### config.mk
export PLATFORM = sky130hd
export DESIGN_NAME = alarm_ctrl
export DESIGN_NICKNAME = d
export VERILOG_FILES = /design/src/rtl/alarm_pkg.sv /design/src/rtl/alarm_cfg_regs.sv /design/src/rtl/alarm_cond.sv /design/src/rtl/alarm_flags.sv /design/src/rtl/alarm_irq.sv /design/src/rtl/alarm_ctrl.sv
export SDC_FILE = /design/constraint.sdc
export NUM_CORES = 1
export LEC_CHECK = 0
export BUFFER_PORTS_ARGS = -buffer_cell sky130_fd_sc_hd__buf_2
export CAP_MARGIN = 25
export CORE_UTILIZATION = 45
export DETAILED_ROUTE_END_ITERATION = 7
export GPL_TIMING_DRIVEN = 0
export PLACE_DENSITY = 0.64
export SETUP_SLACK_MARGIN = 0.05
export SKIP_CTS_REPAIR_TIMING = 1
export SYNTH_ARGS = -nofsm -noshare
export SYNTH_HDL_FRONTEND = slang
export SYNTH_SLANG_ARGS = --single-unit
### constraint.sdc
create_clock -name clk -period 1.75 [get_ports clk]
set_input_delay 0.2625 -clock clk [delete_from_list [all_inputs] [get_ports clk]]
set_output_delay 0.2625 -clock clk [all_outputs]
set_load 0.05 [all_outputs]
### src/rtl/alarm_pkg.sv
package alarm_pkg;

    localparam int DW   = 8;   // register and monitor width
    localparam int AW   = 5;   // register address width
    localparam int NENV = 6;   // upper/lower flags of temperature and two rails
    localparam int NMON = 4;   // limit pairs: temperature, rail A, rail B, power

    // address group in wr_addr/rd_addr[4:3]
    localparam logic [1:0] RG_FLAG = 2'd0;
    localparam logic [1:0] RG_MASK = 2'd1;
    localparam logic [1:0] RG_LIM  = 2'd2;
    localparam logic [1:0] RG_CTRL = 2'd3;

    typedef enum logic [1:0] {
        MON_TEMP = 2'd0,
        MON_RA   = 2'd1,
        MON_RB   = 2'd2,
        MON_PWR  = 2'd3
    } mon_e;

    typedef enum logic {
        IRQ_LEVEL = 1'b0,
        IRQ_PULSE = 1'b1
    } irq_mode_e;

    typedef struct packed {
        logic [DW-1:0] hi;
        logic [DW-1:0] lo;
    } limit_t;

    typedef struct packed {
        logic over;
        logic under;
    } excur_t;

    function automatic excur_t check_limits(input logic [DW-1:0] v, input limit_t l);
        excur_t r;
        r.over  = (v > l.hi);
        r.under = (v < l.lo);
        return r;
    endfunction

    function automatic int flag_bits(input int nch);
        return 3 * nch + NENV;
    endfunction

    function automatic int flag_bytes(input int nch);
        return (flag_bits(nch) + DW - 1) / DW;
    endfunction

endpackage

### src/rtl/alarm_cfg_regs.sv
module alarm_cfg_regs
    import alarm_pkg::*;
#(
    parameter int NBYTE = 6
) (
    input  logic                  clk,
    input  logic                  rst,
    input  logic                  wr_en,
    input  logic [AW-1:0]         wr_addr,
    input  logic [DW-1:0]         wr_data,
    output logic [NBYTE*DW-1:0]   mask_o,
    output limit_t [NMON-1:0]     lim_o,
    output irq_mode_e             mode_o
);

    logic [1:0] grp;
    logic [2:0] sel;

    assign grp = wr_addr[AW-1:AW-2];
    assign sel = wr_addr[2:0];

    always_ff @(posedge clk) begin
        if (rst) begin
            mask_o <= '0;
            for (int m = 0; m < NMON; m++) begin
                lim_o[m].hi <= '1;
                lim_o[m].lo <= '0;
            end
            mode_o <= IRQ_LEVEL;
        end else if (wr_en) begin
            if (grp == RG_MASK) begin
                for (int b = 0; b < NBYTE; b++) begin
                    if (sel == 3'(b)) mask_o[b*DW +: DW] <= wr_data;
                end
            end
            if (grp == RG_LIM) begin
                for (int m = 0; m < NMON; m++) begin
                    if (sel[2:1] == 2'(m)) begin
                        if (sel[0]) lim_o[m].lo <= wr_data;
                        else        lim_o[m].hi <= wr_data;
                    end
                end
            end
            if (grp == RG_CTRL && sel == 3'd0) begin
                mode_o <= irq_mode_e'(wr_data[0]);
            end
        end
    end

endmodule

### src/rtl/alarm_cond.sv
module alarm_cond
    import alarm_pkg::*;
#(
    parameter int NCH = 12,
    parameter int FW  = 48
) (
    input  logic [DW-1:0]      temp_i,
    input  logic [DW-1:0]      rail_a_i,
    input  logic [DW-1:0]      rail_b_i,
    input  logic [NCH*DW-1:0]  pwr_i,
    input  logic [NCH-1:0]     los_i,
    input  limit_t [NMON-1:0]  lim_i,
    output logic [FW-1:0]      cond_o
);

    localparam int NFLAG   = flag_bits(NCH);
    localparam int ENV_LSB = 3 * NCH;

    logic [DW-1:0] env_val [3];

    assign env_val[0] = temp_i;
    assign env_val[1] = rail_a_i;
    assign env_val[2] = rail_b_i;

    // per-channel loss of signal and optical power excursions
    for (genvar ch = 0; ch < NCH; ch++) begin : g_chan
        excur_t ex;
        assign ex = check_limits(pwr_i[ch*DW +: DW], lim_i[int'(MON_PWR)]);
        assign cond_o[ch]           = los_i[ch];
        assign cond_o[NCH + ch]     = ex.over;
        assign cond_o[2*NCH + ch]   = ex.under;
    end

    // temperature and supply rails, one limit pair each
    for (genvar m = 0; m < 3; m++) begin : g_env
        excur_t ex;
        assign ex = check_limits(env_val[m], lim_i[m]);
        assign cond_o[ENV_LSB + 2*m]     = ex.over;
        assign cond_o[ENV_LSB + 2*m + 1] = ex.under;
    end

    if (FW > NFLAG) begin : g_pad
        assign cond_o[FW-1:NFLAG] = '0;
    end

endmodule

### src/rtl/alarm_flags.sv
module alarm_flags
    import alarm_pkg::*;
#(
    parameter int NBYTE = 6
) (
    input  logic                 clk,
    input  logic                 rst,
    input  logic [NBYTE*DW-1:0]  cond_i,
    input  logic                 rd_en,
    input  logic [AW-1:0]        rd_addr,
    output logic [NBYTE*DW-1:0]  flags_o,
    output logic [NBYTE*DW-1:0]  clr_o
);

    always_comb begin
        clr_o = '0;
        if (rd_en && rd_addr[AW-1:AW-2] == RG_FLAG) begin
            for (int b = 0; b < NBYTE; b++) begin
                if (rd_addr[2:0] == 3'(b)) clr_o[b*DW +: DW] = '1;
            end
        end
    end

    // a new event outranks the clear of the same cycle
    always_ff @(posedge clk) begin
        if (rst) flags_o <= '0;
        else     flags_o <= (flags_o & ~clr_o) | cond_i;
    end

endmodule

### src/rtl/alarm_irq.sv
module alarm_irq
    import alarm_pkg::*;
#(
    parameter int W         = 48,
    parameter int PULSE_LEN = 4
) (
    input  logic          clk,
    input  logic          rst,
    input  logic [W-1:0]  flags_i,
    input  logic [W-1:0]  mask_i,
    input  irq_mode_e     mode_i,
    output logic          irq_n_o
);

    localparam int CW = $clog2(PULSE_LEN + 1);

    logic          any_w;
    logic          any_q;
    logic [CW-1:0] cnt_q;

    assign any_w = |(flags_i & ~mask_i);

    always_ff @(posedge clk) begin
        if (rst) begin
            any_q <= 1'b0;
            cnt_q <= '0;
        end else begin
            any_q <= any_w;
            if (any_w && !any_q)  cnt_q <= CW'(PULSE_LEN);
            else if (cnt_q != '0) cnt_q <= cnt_q - 1'b1;
        end
    end

    always_comb begin
        if (mode_i == IRQ_PULSE) irq_n_o = (cnt_q == '0);
        else                     irq_n_o = !any_w;
    end

endmodule

### src/rtl/alarm_ctrl.sv
module alarm_ctrl
    import alarm_pkg::*;
#(
    parameter int NCH       = 12,
    parameter int PULSE_LEN = 4
) (
    input  logic                clk,
    input  logic                rst,
    input  logic                wr_en,
    input  logic [AW-1:0]       wr_addr,
    input  logic [DW-1:0]       wr_data,
    input  logic                rd_en,
    input  logic [AW-1:0]       rd_addr,
    output logic [DW-1:0]       rd_data,
    input  logic [DW-1:0]       temp_mon,
    input  logic [DW-1:0]       rail_a_mon,
    input  logic [DW-1:0]       rail_b_mon,
    input  logic [NCH*DW-1:0]   pwr_mon,
    input  logic [NCH-1:0]      los_in,
    output logic                irq_n
);

    localparam int NBYTE = flag_bytes(NCH);
    localparam int FW    = NBYTE * DW;

    logic [FW-1:0]      mask_w;
    logic [FW-1:0]      cond_w;
    logic [FW-1:0]      flags_w;
    logic [FW-1:0]      clr_w;
    limit_t [NMON-1:0]  lim_w;
    irq_mode_e          mode_w;
    logic [DW-1:0]      rd_mux;

    alarm_cfg_regs #(.NBYTE(NBYTE)) u_cfg (
        .clk     (clk),
        .rst     (rst),
        .wr_en   (wr_en),
        .wr_addr (wr_addr),
        .wr_data (wr_data),
        .mask_o  (mask_w),
        .lim_o   (lim_w),
        .mode_o  (mode_w)
    );

    alarm_cond #(.NCH(NCH), .FW(FW)) u_cond (
        .temp_i   (temp_mon),
        .rail_a_i (rail_a_mon),
        .rail_b_i (rail_b_mon),
        .pwr_i    (pwr_mon),
        .los_i    (los_in),
        .lim_i    (lim_w),
        .cond_o   (cond_w)
    );

    alarm_flags #(.NBYTE(NBYTE)) u_flags (
        .clk     (clk),
        .rst     (rst),
        .cond_i  (cond_w),
        .rd_en   (rd_en),
        .rd_addr (rd_addr),
        .flags_o (flags_w),
        .clr_o   (clr_w)
    );

    alarm_irq #(.W(FW), .PULSE_LEN(PULSE_LEN)) u_irq (
        .clk     (clk),
        .rst     (rst),
        .flags_i (flags_w),
        .mask_i  (mask_w),
        .mode_i  (mode_w),
        .irq_n_o (irq_n)
    );

    always_comb begin
        rd_mux = '0;
        case (rd_addr[AW-1:AW-2])
            RG_FLAG: begin
                for (int b = 0; b < NBYTE; b++)
                    if (rd_addr[2:0] == 3'(b)) rd_mux = flags_w[b*DW +: DW];
            end
            RG_MASK: begin
                for (int b = 0; b < NBYTE; b++)
                    if (rd_addr[2:0] == 3'(b)) rd_mux = mask_w[b*DW +: DW];
            end
            RG_LIM: begin
                for (int m = 0; m < NMON; m++)
                    if (rd_addr[2:1] == 2'(m))
                        rd_mux = rd_addr[0] ? lim_w[m].lo : lim_w[m].hi;
            end
            RG_CTRL: begin
                if (rd_addr[2:0] == 3'd0) rd_mux = {{(DW-1){1'b0}}, mode_w == IRQ_PULSE};
            end
            default: rd_mux = '0;
        endcase
    end

    // read data holds the pre-clear flag byte captured at the strobe edge
    always_ff @(posedge clk) begin
        if (rst)        rd_data <= '0;
        else if (rd_en) rd_data <= rd_mux;
    end

endmodule

Word-level counts from Yosys, hierarchy flattened
Cells that the tools add are included.
Storage, ports and cells
  word-level logic and storage cells: 141
  flip-flop bits (word level): 173
  input port bits: 154
  output and inout bits: 9
Cells by class
  reduce and logical (&&, ||, !) cells: 30
  $lt $le $gt $ge: 30
  bitwise logic cells: 6
  add/sub/neg operators: 1
  multiplexer cells: 32
  equality and inequality tests: 22
Operators with widths (number)
  $mux W8: 26
  $gt A8 B8 Y1: 15
  $lt A8 B8 Y1: 15
  $and A48 B48 Y48: 2
  $not A48 Y48: 2
  $mux W48: 1
  $or A48 B42 Y48: 1
  $reduce_or A48 Y1: 1
  $pmux W8 S4: 1
  $reduce_and A4 Y1: 8
  $reduce_and A3 Y1: 6
  $eq A2 B2 Y1 const B: 8
  $eq A3 B2 Y1 const B: 4
  $eq A3 B3 Y1 const B: 4
  $logic_not A3 Y1: 3
  $eq A2 B1 Y1 const B: 4
  $eq A3 B1 Y1 const B: 2
  $logic_not A2 Y1: 3
  $mux W3: 2
  $logic_and A1 B1 Y1: 3
  $reduce_bool A3 Y1: 1
  $sub A3 B1 Y3 const B: 1
  $logic_not A1 Y1: 2
  $mux W1: 2
  other kinds (4): 4

Depth between registers and ports, before layout
Gate-level depths: netlist of the first run.
  depth in word-level cells: 8
  depth in mapped cells: 9
  gate-level depth less buffers: 7

Cells and area by module
From an unflattened synthesis of the first run, not the netlist that was laid out.
Second synthesis, totals
  cell total of the unflattened synthesis: 1586
  area, all modules: 14412.6 um^2
Modules (own cells, without submodules)
  alarm_cond: instances 1, sequential area each 0.0 um^2, area each 5014.8 um^2, cells each 604
  alarm_cfg_regs: instances 1, sequential area each 2262.2 um^2, area each 4486.8 um^2, cells each 411
  alarm_flags: instances 1, sequential area each 960.9 um^2, area each 2368.5 um^2, cells each 264
  alarm_ctrl: instances 1, sequential area each 160.2 um^2, area each 1824.2 um^2, cells each 222
  alarm_irq: instances 1, sequential area each 80.1 um^2, area each 718.2 um^2, cells each 85

Least setup slack after synthesis of the first run
OpenSTA, ideal clock, no wires.
  path type: reg-to-output
  start point: register u_cfg.mask_o[35]
  end point: output port irq_n
  arrival: 2138 ps
  stages on the path, launching flop included: 6
  required time: 1487 ps
  setup slack: -651 ps
  path buffers: 0
  cells stage by stage: dfxtp_1 > nand2b_1 > o2111ai_1 > nor4_1 > nand3_1 > o21ai_0
On the way
  word-level cells in the longest chain between the ends: 5
RTL lines
  start, declared: line alarm_cfg_regs.sv:11  | output logic [NBYTE*DW-1:0] mask_o,
  start signal, assigned by index: line alarm_cfg_regs.sv:33  | if (sel == 3'(b)) mask_o[b*DW +: DW] <= wr_data;
  $not A48 Y48: line alarm_irq.sv:21  | assign any_w = |(flags_i & ~mask_i);
  $and A48 B48 Y48: line alarm_irq.sv:21
  $reduce_or A48 Y1: line alarm_irq.sv:21
  $logic_not A1 Y1: line alarm_irq.sv:36  | else irq_n_o = !any_w;
  $mux W1: line alarm_irq.sv:35  | if (mode_i == IRQ_PULSE) irq_n_o = (cnt_q == '0);
  end, declared: line alarm_ctrl.sv:20  | output logic irq_n
No other way between the ends.

Worst setup path in the final report of the first run
  start point: register u_cfg.mask_o[6]
  end point: output port irq_n
The elaborated chain is that of the path after synthesis.

==> reports/metrics.csv, run 1 <==
metric;value;unit
status;finished with violations;
violations;setup timing;
area_growth;26.38;%
clkPwrFrac;37.8;%
fin_crit;2.237;ns
wl;50710;um
wl_per_cell;24.42;um
drive_gt1_share;28.43;%
max_freq;447.0;MHz
seq_area_frac_synth;26.54;%
cp_cell_sequence;o2111ai_2 > nor4_4 > buf_4 > nand3_4 > o21ai_4 > buf_6;
ios;163;
slew_headroom;35.25;%
synth_area;13050;um2
finalClockSkew;0.01454;ns
grt_pass1_vias;11544;
cts_sinks;173;
p_switching;3.157;mW
fin_nets;2067;
syn_nets;1836;
leakage;7.390;nW
netlist_top_cells_count;ha_1 (227), dfxtp_1 (173), nor2_1 (126), mux2i_1 (113), inv_1 (100);
hp-start;los_in[4];
fin_total_pwr;9.928;mW
post-route-util;58.55;%
portBuffers;157;
gr-total-overflow;0;
worstSetupPathType;reg2out;
cp_num_buf_inv;2;
maxCapViolations;0;
worstHoldPathCells;3;
die_area;29680;um2
synth_cell_types;65;
critical_path_arrival;1.97;ns
hp-class;in2reg;
start_util;46.33;%
critPathMaxFanout;3;
reg2reg_from;u_cfg.lim_o[57];
antenna_found_initial;0;
vdd_drop_max;0.6436;mV
clock_path_buffers;2;
grt_pass1_wl;71370;um
cts_buffers;17;
hold_viol_final;0;
finalCritPeriodShare;127.8;%
pwr-share-comb;20.0;%
antennaDiodeCount;0;
cpMaxStageDelayCell;dfxtp_1;
pre_cts_ws;-0.7991;ns
cts_tree;built;
final_cell_count_no_fill;2077;
clkLatencyLatePin;0.45;ns
fp.coreArea;28160;um2
pwr-share-seq;42.2;%
crit_path_start_kind;flip-flop;
crit_family;flip-flops;
synth_cells;1455;
p_int;6.771;mW
die_h;172.3;um
clkSlewWorstSetupHoldPaths;0.08;ns
powerDensity;602.1;nW/um2
rows;61;
synth_top_area_cell;dfxtp_1;
drcViolationCount;0;
slew_viol_final;0;
netlist.area_leader.share;26.54;%
ys_ff_latch;173;
vias_per_cell;6.099;
critPathCaptureType;output pin;
crit_start;u_cfg.mask_o[6];
fin_ws;-0.4869;ns
num-fill-cells;2487;
rsz0062_at_grt;true;
synth_edf_count;0;
ant_nets;0;
synth_ff_type;dfxtp_1;
htree_levels;4;
num_vias;12668;
root_buffer;clkbuf_16;
cp.depth;6;
p_sw_share;31.80;%
synthTopCellsByArea;dfxtp_1 (27%), ha_1 (22%), mux2i_1 (8.7%);
whs;0.01754;ns
gp_congestion;1.012;
slowest_delay;0.47;ns
avgSynthCellArea;8.967;um2
die_w;172.3;um
tightest_slew;0.9712;ns
first_pass_iters;6;
grtUsageTotal;33.28;%
setup_viol;13;
ff2ff_path_depth;9;
critPathRequiredTime;1.49;ns
yosys_warnings;0;
place_hpwl;37440;um
grt_max_degree;18;
async_flop_share;0;%
synth_most_common_cell;ha_1;
drtIter0Drc;1107;
placedCellCount;1991;
[worst reg2reg max path, delay by kind of cell, from the launching register on]
kind / cells / cell delay [ns]
flip-flops: 1 / 0.35
AND/OR/NAND/NOR: 1 / 0.12
AO/OA/AOI/OAI: 4 / 0.87
adder cells (fa/ha/maj): 1 / 0.20
buffers and inverters: 3 / 0.37
[layer usage]
layer	wire, um	GRT usage, %	vias up	part of all wire, %
li1	-	-	5839	-
met1	22070	44.72	6119	44
met2	22680	53.38	597	45
met3	3821	5.287	113	7.5
met4	2148	12.54	0	4.2
met5	0	0	-	0
[power by group through the flow]
stage,registers [mW],logic [mW],clock network (mW)
global route,4.19,2.15,3.91
CTS,4.17,1.73,3.76
global placement,4.26,1.68,0
floorplan,4.23,1.00,0
finish,4.19,1.98,3.75
detailed placement,4.27,1.72,0
[registers in the layout, summed over array words and instances, names as in the netlist]
signal           cells
u_cfg.lim_o         64
u_flags.flags_o     48
u_cfg.mode_o         1
rd_data              8
u_irq.cnt_q          3
u_irq.any_q          1
u_cfg.mask_o        48
[per-stage QoR]
| stage | area [um2] | TNS [ns] |
|---|---|---|
| after floorplan | 13080 | 0 |
| after global placement | 14340 | -90.33 |
| after detailed placement | 14340 | -93.60 |
| after CTS | 14910 | -24.14 |
| after global routing | 16490 | -2.695 |
| final | 16490 | -1.991 |
[layout make-up]
type                            instances  area, um2  area share, %
Timing Repair inverter                  1      7.507        0.04553
Timing Repair Buffer                  211       1355          8.218
Tap cell                              378      473.0          2.868
Buffer                                 67      392.9          2.383
Clock inverter                         14      127.6         0.7740
Multi-Input combinational cell       1113       9718          58.93
Inverter                              102      439.2          2.663
Clock buffer                           18      439.2          2.663
Sequential cell                       173       3537          21.45
[layout by cell type, fill, tap and decap left out, types with 30 or more instances in the layout]
master,synthesis,routed
dfxtp_1,173,128
nor2_1,126,126
nand2_1,60,59
inv_1,100,86
a21oi_1,90,89
ha_1,227,198
dfxtp_2,0,38
o21ai_0,64,51
a21o_1,36,36
nand2b_1,48,30
mux2i_1,113,112
buf_4,5,41
buf_2,17,170
o211ai_1,30,30
[logic make-up after synthesis]
family / after synthesis / synth area share [%]
simple gates: 384 / 15.27
compound gates: 364 / 18.60
fa+ha+maj: 227 / 21.77
flops: 173 / 26.54
buf+inv: 169 / 5.773
mux: 137 / 11.98
xor+xnor: 1 / 0.06714
[final timing paths]
path | to | slack [ns]
setup / recovery | irq_n | -0.49
setup reg to reg | u_flags.flags_o[12] | -0.31
hold reg to reg | u_cfg.lim_o[25] | 0.48
hold / removal | u_flags.flags_o[4] | 0.02
Note: power is estimated with default switching activity, not from simulation.
==> run 2: changes to the inputs <==
- CORE_MARGIN: default -> 5
- CORE_UTILIZATION: 45 -> 54
- PLACE_DENSITY: 0.64 -> 0.75
==> run 2 against run 1 <==
Effect of this change: the flow still finishes with violations (setup timing); maximum frequency grew 3.7%; via count rose by 1.8%; first-iteration DRC count increased by 4.5%; die area down 7.8%; critical path type unchanged.
==> reports/metrics.csv, run 2 (synthesized netlist as in run 1, its figures left out) <==
metric;value;unit;change
status;finished with violations;;unchanged
violations;setup timing;;unchanged
grtUsageTotal;34.91;%;was 33.28%
layout_common_cells;ha_1 (203), buf_2 (170), dfxtp_1 (127);;was ha_1 (198), buf_2 (170), dfxtp_1 (128)
max_freq;463.6;MHz;was 447.0 MHz
ff2ff_path_depth;9;;unchanged
drt-met1-wl;19590;um;was 22,070 um
grt_pass1_vias;12038;;was 11,544
fin_total_pwr;9.871;mW;was 9.928 mW
finalCritPeriodShare;123.3;%;was 127.8%
top_layer;met4;;unchanged
cts_buffers;17;;unchanged
crit_start;u_cfg.mask_o[46];;was u_cfg.mask_o[6]
critPathRequiredTime;1.49;ns;about the same
grt_pass1_wl;71620;um;was 71,370 um
grt_max_degree;17;;was 18
fin_nets;2068;;was 2,067
slew_headroom;23.75;%;was 35.25%
reg_top3;u_cfg.lim_o: 64 flops, u_cfg.mask_o: 48 flops, u_flags.flags_o: 48 flops;;unchanged
tightest_slew;1.144;ns;was 0.9712 ns
reg2reg_from;u_cfg.lim_o[57];;unchanged
maxCapViolations;0;;unchanged
portBuffers;157;;unchanged
wl_met2;22200;um;was 22,680 um
critical_path_arrival;1.89;ns;was 1.97 ns
clkSlewWorstSetupHoldPaths;0.07;ns;was 0.08 ns
clock_path_buffers;2;;unchanged
wl_per_cell;24.90;um;was 24.42 um
cts_tree;built;;unchanged
drtIter0Drc;1157;;was 1,107
placed_area;14270;um2;was 14,340 um2
final_area;16290;um2;was 16,490 um2
hp-class;in2reg;;unchanged
cts_sinks;173;;unchanged
area_growth;24.88;%;was 26.38%
clkLatencyLatePin;0.44;ns;was 0.45 ns
htree_levels;4;;unchanged
drive_gt1_share;27.43;%;was 28.43%
antenna_found_initial;0;;unchanged
dr_wl_met3;5647;um;was 3821 um
worstSetupEndpoint;irq_n;;unchanged
die_h;165.4;um;was 172.3 um
rows;56;;was 61
leakage;7.369;nW;was 7.390 nW
timing.rr.end;u_flags.flags_o[15];;was u_flags.flags_o[12]
fp.coreArea;23610;um2;was 28,160 um2
critPathMaxFanout;3;;unchanged
powerDensity;605.9;nW/um2;was 602.1 nW/um2
vdd_drop_max;0.6643;mV;was 0.6436 mV
die_w;165.4;um;was 172.3 um
rsz0062_at_grt;true;;unchanged
largest_register_ffs;64;;unchanged
fin_ws;-0.4071;ns;was -0.4869 ns
hold_viol_final;0;;unchanged
pre_cts_ws;-0.6422;ns;was -0.7991 ns
ant_nets;0;;unchanged
crit_path_start_kind;flip-flop;;unchanged
worstSetupPathType;reg2out;;unchanged
final_common_cell;ha_1;;unchanged
wl;50280;um;was 50,710 um
place_hpwl;36750;um;was 37,440 um
num_vias;12895;;was 12,668
gr-total-overflow;0;;unchanged
first_pass_iters;6;;unchanged
setup_viol;15;;was 13
start_util;55.26;%;was 46.33%
top_register;u_cfg.lim_o;;unchanged
root_buffer;clkbuf_16;;unchanged
gp_congestion;0.9911;;was 1.012
drcViolationCount;0;;unchanged
finalClockSkew;0.008664;ns;was 0.01454 ns
post-route-util;69.00;%;was 58.55%
fin_crit;2.157;ns;was 2.237 ns
vias_per_cell;6.387;;was 6.099
ios;163;;unchanged
critPathCaptureType;output pin;;unchanged
slew_viol_final;0;;unchanged
die_area;27370;um2;was 29,680 um2
r2r_slack;-0.23;ns;was -0.31 ns
==> run 2: cell count changes in the layout (fill, tap and decap cells not counted), moves of 3 or more <==
cell      change
clkbuf_1      +3
dfxtp_4       +4
ha_1          +5
dfxtp_2       -3
nand2b_1      +3
ha_4          -5
nand2b_4      -3
==> run 2: how the worst min path moves through the flow <==
stage,startpoint,endpoint,slack [ns],depth (start not counted)
final,los_in[2],u_flags.flags_o[2],0.03,3
after detailed placement,rd_data[4],rd_data[4],0.47,1
after global routing,los_in[1],u_flags.flags_o[1],0.03,3
after global placement,u_cfg.lim_o[27],u_cfg.lim_o[27],0.46,2
after CTS,los_in[2],u_flags.flags_o[2],0.02,3
after floorplan,los_in[0],u_flags.flags_o[0],0.38,2
==> run 2: area by class of cell <==
type                       count  area (um2)
inverter                     102       435.4
buffer                        67       390.4
tap                          319       399.1
antenna                        1       2.502
timing repair inverter         1       7.507
clock buffer                  19       442.9
clock inverter                12       113.9
multi-input combinational   1113        9574
timing repair buffer         212        1379
sequential                   173        3548
fill                        1847        7320
==> run 2: worst max-delay path, stage by stage, from the launching register on <==
cell and delay, ns:
dfxtp_1 0.46, o2111ai_2 0.17, nor4_2 0.28, buf_4 0.18
nand3_4 0.07, o21ai_4 0.12, buf_6 0.17
==> run 2: metrics by stage <==
step                      cells  TNS [ns]  hold slack, ns
after CTS                  1963    -12.16         0.02310
after floorplan            1455         0          0.3799
after detailed placement   1932    -75.76          0.4711
final                      2019    -1.948         0.02927
after global placement     1931    -75.89          0.4581
after global routing       2018    -2.941         0.03250
==> run 2: layer usage <==
layer	GRT usage, %	up-vias
li1	-	5830
met4	13.57	0
met2	56.31	844
met5	0	-
met3	8.662	187
met1	45.05	6034
==> run 2: power by group <==
part	switching [mW]	internal [mW]	leakage (nW)
Clock	1.70	2.00	0.262
Sequential	0.149	4.03	1.43
Combinational	1.17	0.819	5.68
==> run 3: changes to the inputs <==
- PLACE_DENSITY: 0.75 -> default
- PLACE_DENSITY_LB_ADDON: default -> 0.2
- clock period: 1.75 -> 1.8 ns (I/O delays scaled with it)
==> run 3 against run 2 <==
Effect of this change: the run still ends with setup timing left; hold slack barely moved; die area unchanged; flip-flop and latch count is the same; sequential power shrank 3%; critical path depth unchanged; power decreased by 2.1%; via count shrank 0.46%; clock power barely moved; global-route usage decreased by 0.12 points; first-iteration DRC count rose by 15%; count of clock-buffer cells in the layout did not move; largest cell class unchanged.
==> reports/metrics.csv, run 3 (synthesized netlist as in run 1, its figures left out) <==
metric;value;unit;change
critical_path_arrival;2.00;ns;was 1.89 ns
critPathMaxFanout;3;;unchanged
powerDensity;599.8;nW/um2;was 605.9 nW/um2
clkPwrFrac;38.4;%;was 37.5%
finalCritPeriodShare;125.9;%;
hp-class;in2reg;;unchanged
slew_headroom;23.91;%;was 23.75%
grt_pass1_vias;11716;;was 12,038
fin_crit;2.265;ns;
violations;setup timing;;unchanged
grt_pass1_wl;70590;um;was 71,620 um
leakage;7.361;nW;was 7.369 nW
pwr-share-comb;19.4;%;was 20.1%
rsz0062_at_grt;true;;unchanged
num-fill-cells;1931;;was 1,847
timing.rr.end;u_flags.flags_o[23];;was u_flags.flags_o[15]
die_h;165.4;um;unchanged
crit_path_start_kind;flip-flop;;unchanged
die_area;27370;um2;unchanged
critPathCaptureType;output pin;;unchanged
wl;50740;um;was 50,280 um
p_sw_share;30.96;%;was 30.56%
ant_nets;0;;unchanged
worstSetupEndpoint;irq_n;;unchanged
crit_start;u_cfg.mask_o[6];;was u_cfg.mask_o[46]
drive_gt1_share;26.14;%;was 27.43%
ios;163;;unchanged
clock_path_buffers;2;;unchanged
drtIter0Drc;1334;;was 1,157
fin_nets;2074;;was 2,068
gp_congestion;1.029;;was 0.9911
place_hpwl;36690;um;was 36,750 um
gr-total-overflow;0;;unchanged
critPathRequiredTime;1.53;ns;was 1.49 ns
post-route-util;68.21;%;was 69.00%
placed_area;14240;um2;was 14,270 um2
slew_viol_final;0;;unchanged
num_vias;12836;;was 12,895
pwr-share-seq;42.1;%;was 42.4%
p_switching;2.991;mW;was 3.017 mW
top_register;u_cfg.lim_o;;unchanged
clkLatencyLatePin;0.44;ns;about the same
whs;0.02933;ns;was 0.02927 ns
grt_max_degree;17;;unchanged
reg_top3;u_cfg.lim_o: 64 flops, u_cfg.mask_o: 48 flops, u_flags.flags_o: 48 flops;;unchanged
root_buffer;clkbuf_16;;unchanged
antenna_found_initial;0;;unchanged
portBuffers;157;;unchanged
hold_viol_final;0;;unchanged
tightest_slew;1.141;ns;was 1.144 ns
finalClockSkew;0.01244;ns;was 0.008664 ns
die_w;165.4;um;unchanged
maxCapViolations;0;;unchanged
final_area;16110;um2;was 16,290 um2
worstSetupPathType;reg2out;;unchanged
area_growth;23.45;%;was 24.88%
start_util;55.26;%;unchanged
antennaDiodeCount;0;;was 1
fin_total_pwr;9.660;mW;was 9.871 mW
cts_tree;built;;unchanged
final_common_cell;ha_1;;unchanged
ff2ff_path_depth;10;;was 9
vdd_drop_max;0.6586;mV;was 0.6643 mV
layout_common_cells;ha_1 (208), buf_2 (172), dfxtp_1 (133);;was ha_1 (203), buf_2 (170), dfxtp_1 (127)
setup_viol;13;;was 15
grtUsageTotal;34.79;%;was 34.91%
clkSlewWorstSetupHoldPaths;0.07;ns;about the same
cts_buffers;17;;unchanged
status;finished with violations;;unchanged
rows;56;;unchanged
cts_sinks;173;;unchanged
fp.coreArea;23610;um2;unchanged
vias_per_cell;6.339;;was 6.387
reg2reg_from;u_cfg.lim_o[57];;unchanged
first_pass_iters;6;;unchanged
p_int;6.669;mW;was 6.855 mW
fin_ws;-0.4653;ns;was -0.4071 ns
wl_per_cell;25.05;um;was 24.90 um
drcViolationCount;0;;unchanged
largest_register_ffs;64;;unchanged
r2r_slack;-0.20;ns;was -0.23 ns
htree_levels;4;;unchanged
max_freq;441.4;MHz;
==> run 3: final cells by class <==
class | count | area [um2] | area share (%)
Timing Repair Buffer | 216 | 1364 | 8.467
Sequential cell | 173 | 3536 | 21.95
Inverter | 102 | 435.4 | 2.703
Timing Repair inverter | 3 | 22.52 | 0.1398
Clock inverter | 13 | 128.9 | 0.8001
Multi-Input combinational cell | 1113 | 9397 | 58.34
Tap cell | 319 | 399.1 | 2.478
Buffer | 67 | 381.6 | 2.369
Clock buffer | 19 | 442.9 | 2.750
==> run 3: stage by stage <==
stage | TNS (ns) | setup slack [ns] | cells
5_1_grt | -2.406 | -0.4858 | 2025
6_report | -1.621 | -0.4653 | 2025
2_1_floorplan | 0 | 0.08031 | 1455
3_3_place_gp | -67.35 | -0.7054 | 1931
3_5_place_dp | -64.43 | -0.7513 | 1931
4_1_cts | -10.68 | -1.235 | 1963
==> run 3: layer usage <==
| layer | wire, um | GRT usage, % | vias to the layer above | share of wire [%] |
|---|---|---|---|---|
| li1 | - | - | 5841 | - |
| met1 | 20480 | 46.00 | 6137 | 40 |
| met2 | 22900 | 55.61 | 716 | 45 |
| met3 | 4904 | 6.900 | 142 | 9.7 |
| met4 | 2448 | 14.51 | 0 | 4.8 |
| met5 | 0 | 0 | - | 0 |
==> run 3: worst max-delay path, cell delays in order (launching register included) <==
cell       delay (ns)
dfxtp_1          0.46
o2111ai_1        0.16
nor4_1           0.29
buf_4            0.21
nand3_4          0.08
o21ai_4          0.17
buf_6            0.17
==> run 3: power groups by stage <==
stage          clock network, mW  logic, mW  registers, mW
5_1_grt                     3.88       2.03           4.07
3_3_place_gp                   0       1.62           4.14
4_1_cts                     3.69       1.67           4.05
3_5_place_dp                   0       1.66           4.14
6_report                    3.71       1.88           4.07
2_1_floorplan                  0      0.969           4.11
==> run 3: worst min-delay path by stage <==
stage / depth (start not counted) / from / slack (ns) / to
finish: 3 / los_in[6] / 0.03 / u_flags.flags_o[6]
global route: 3 / los_in[3] / 0.04 / u_flags.flags_o[3]
CTS: 3 / los_in[6] / 0.03 / u_flags.flags_o[6]
detailed placement: 2 / u_cfg.lim_o[27] / 0.46 / u_cfg.lim_o[27]
global placement: 2 / u_cfg.lim_o[27] / 0.46 / u_cfg.lim_o[27]
floorplan: 2 / los_in[0] / 0.39 / u_flags.flags_o[0]
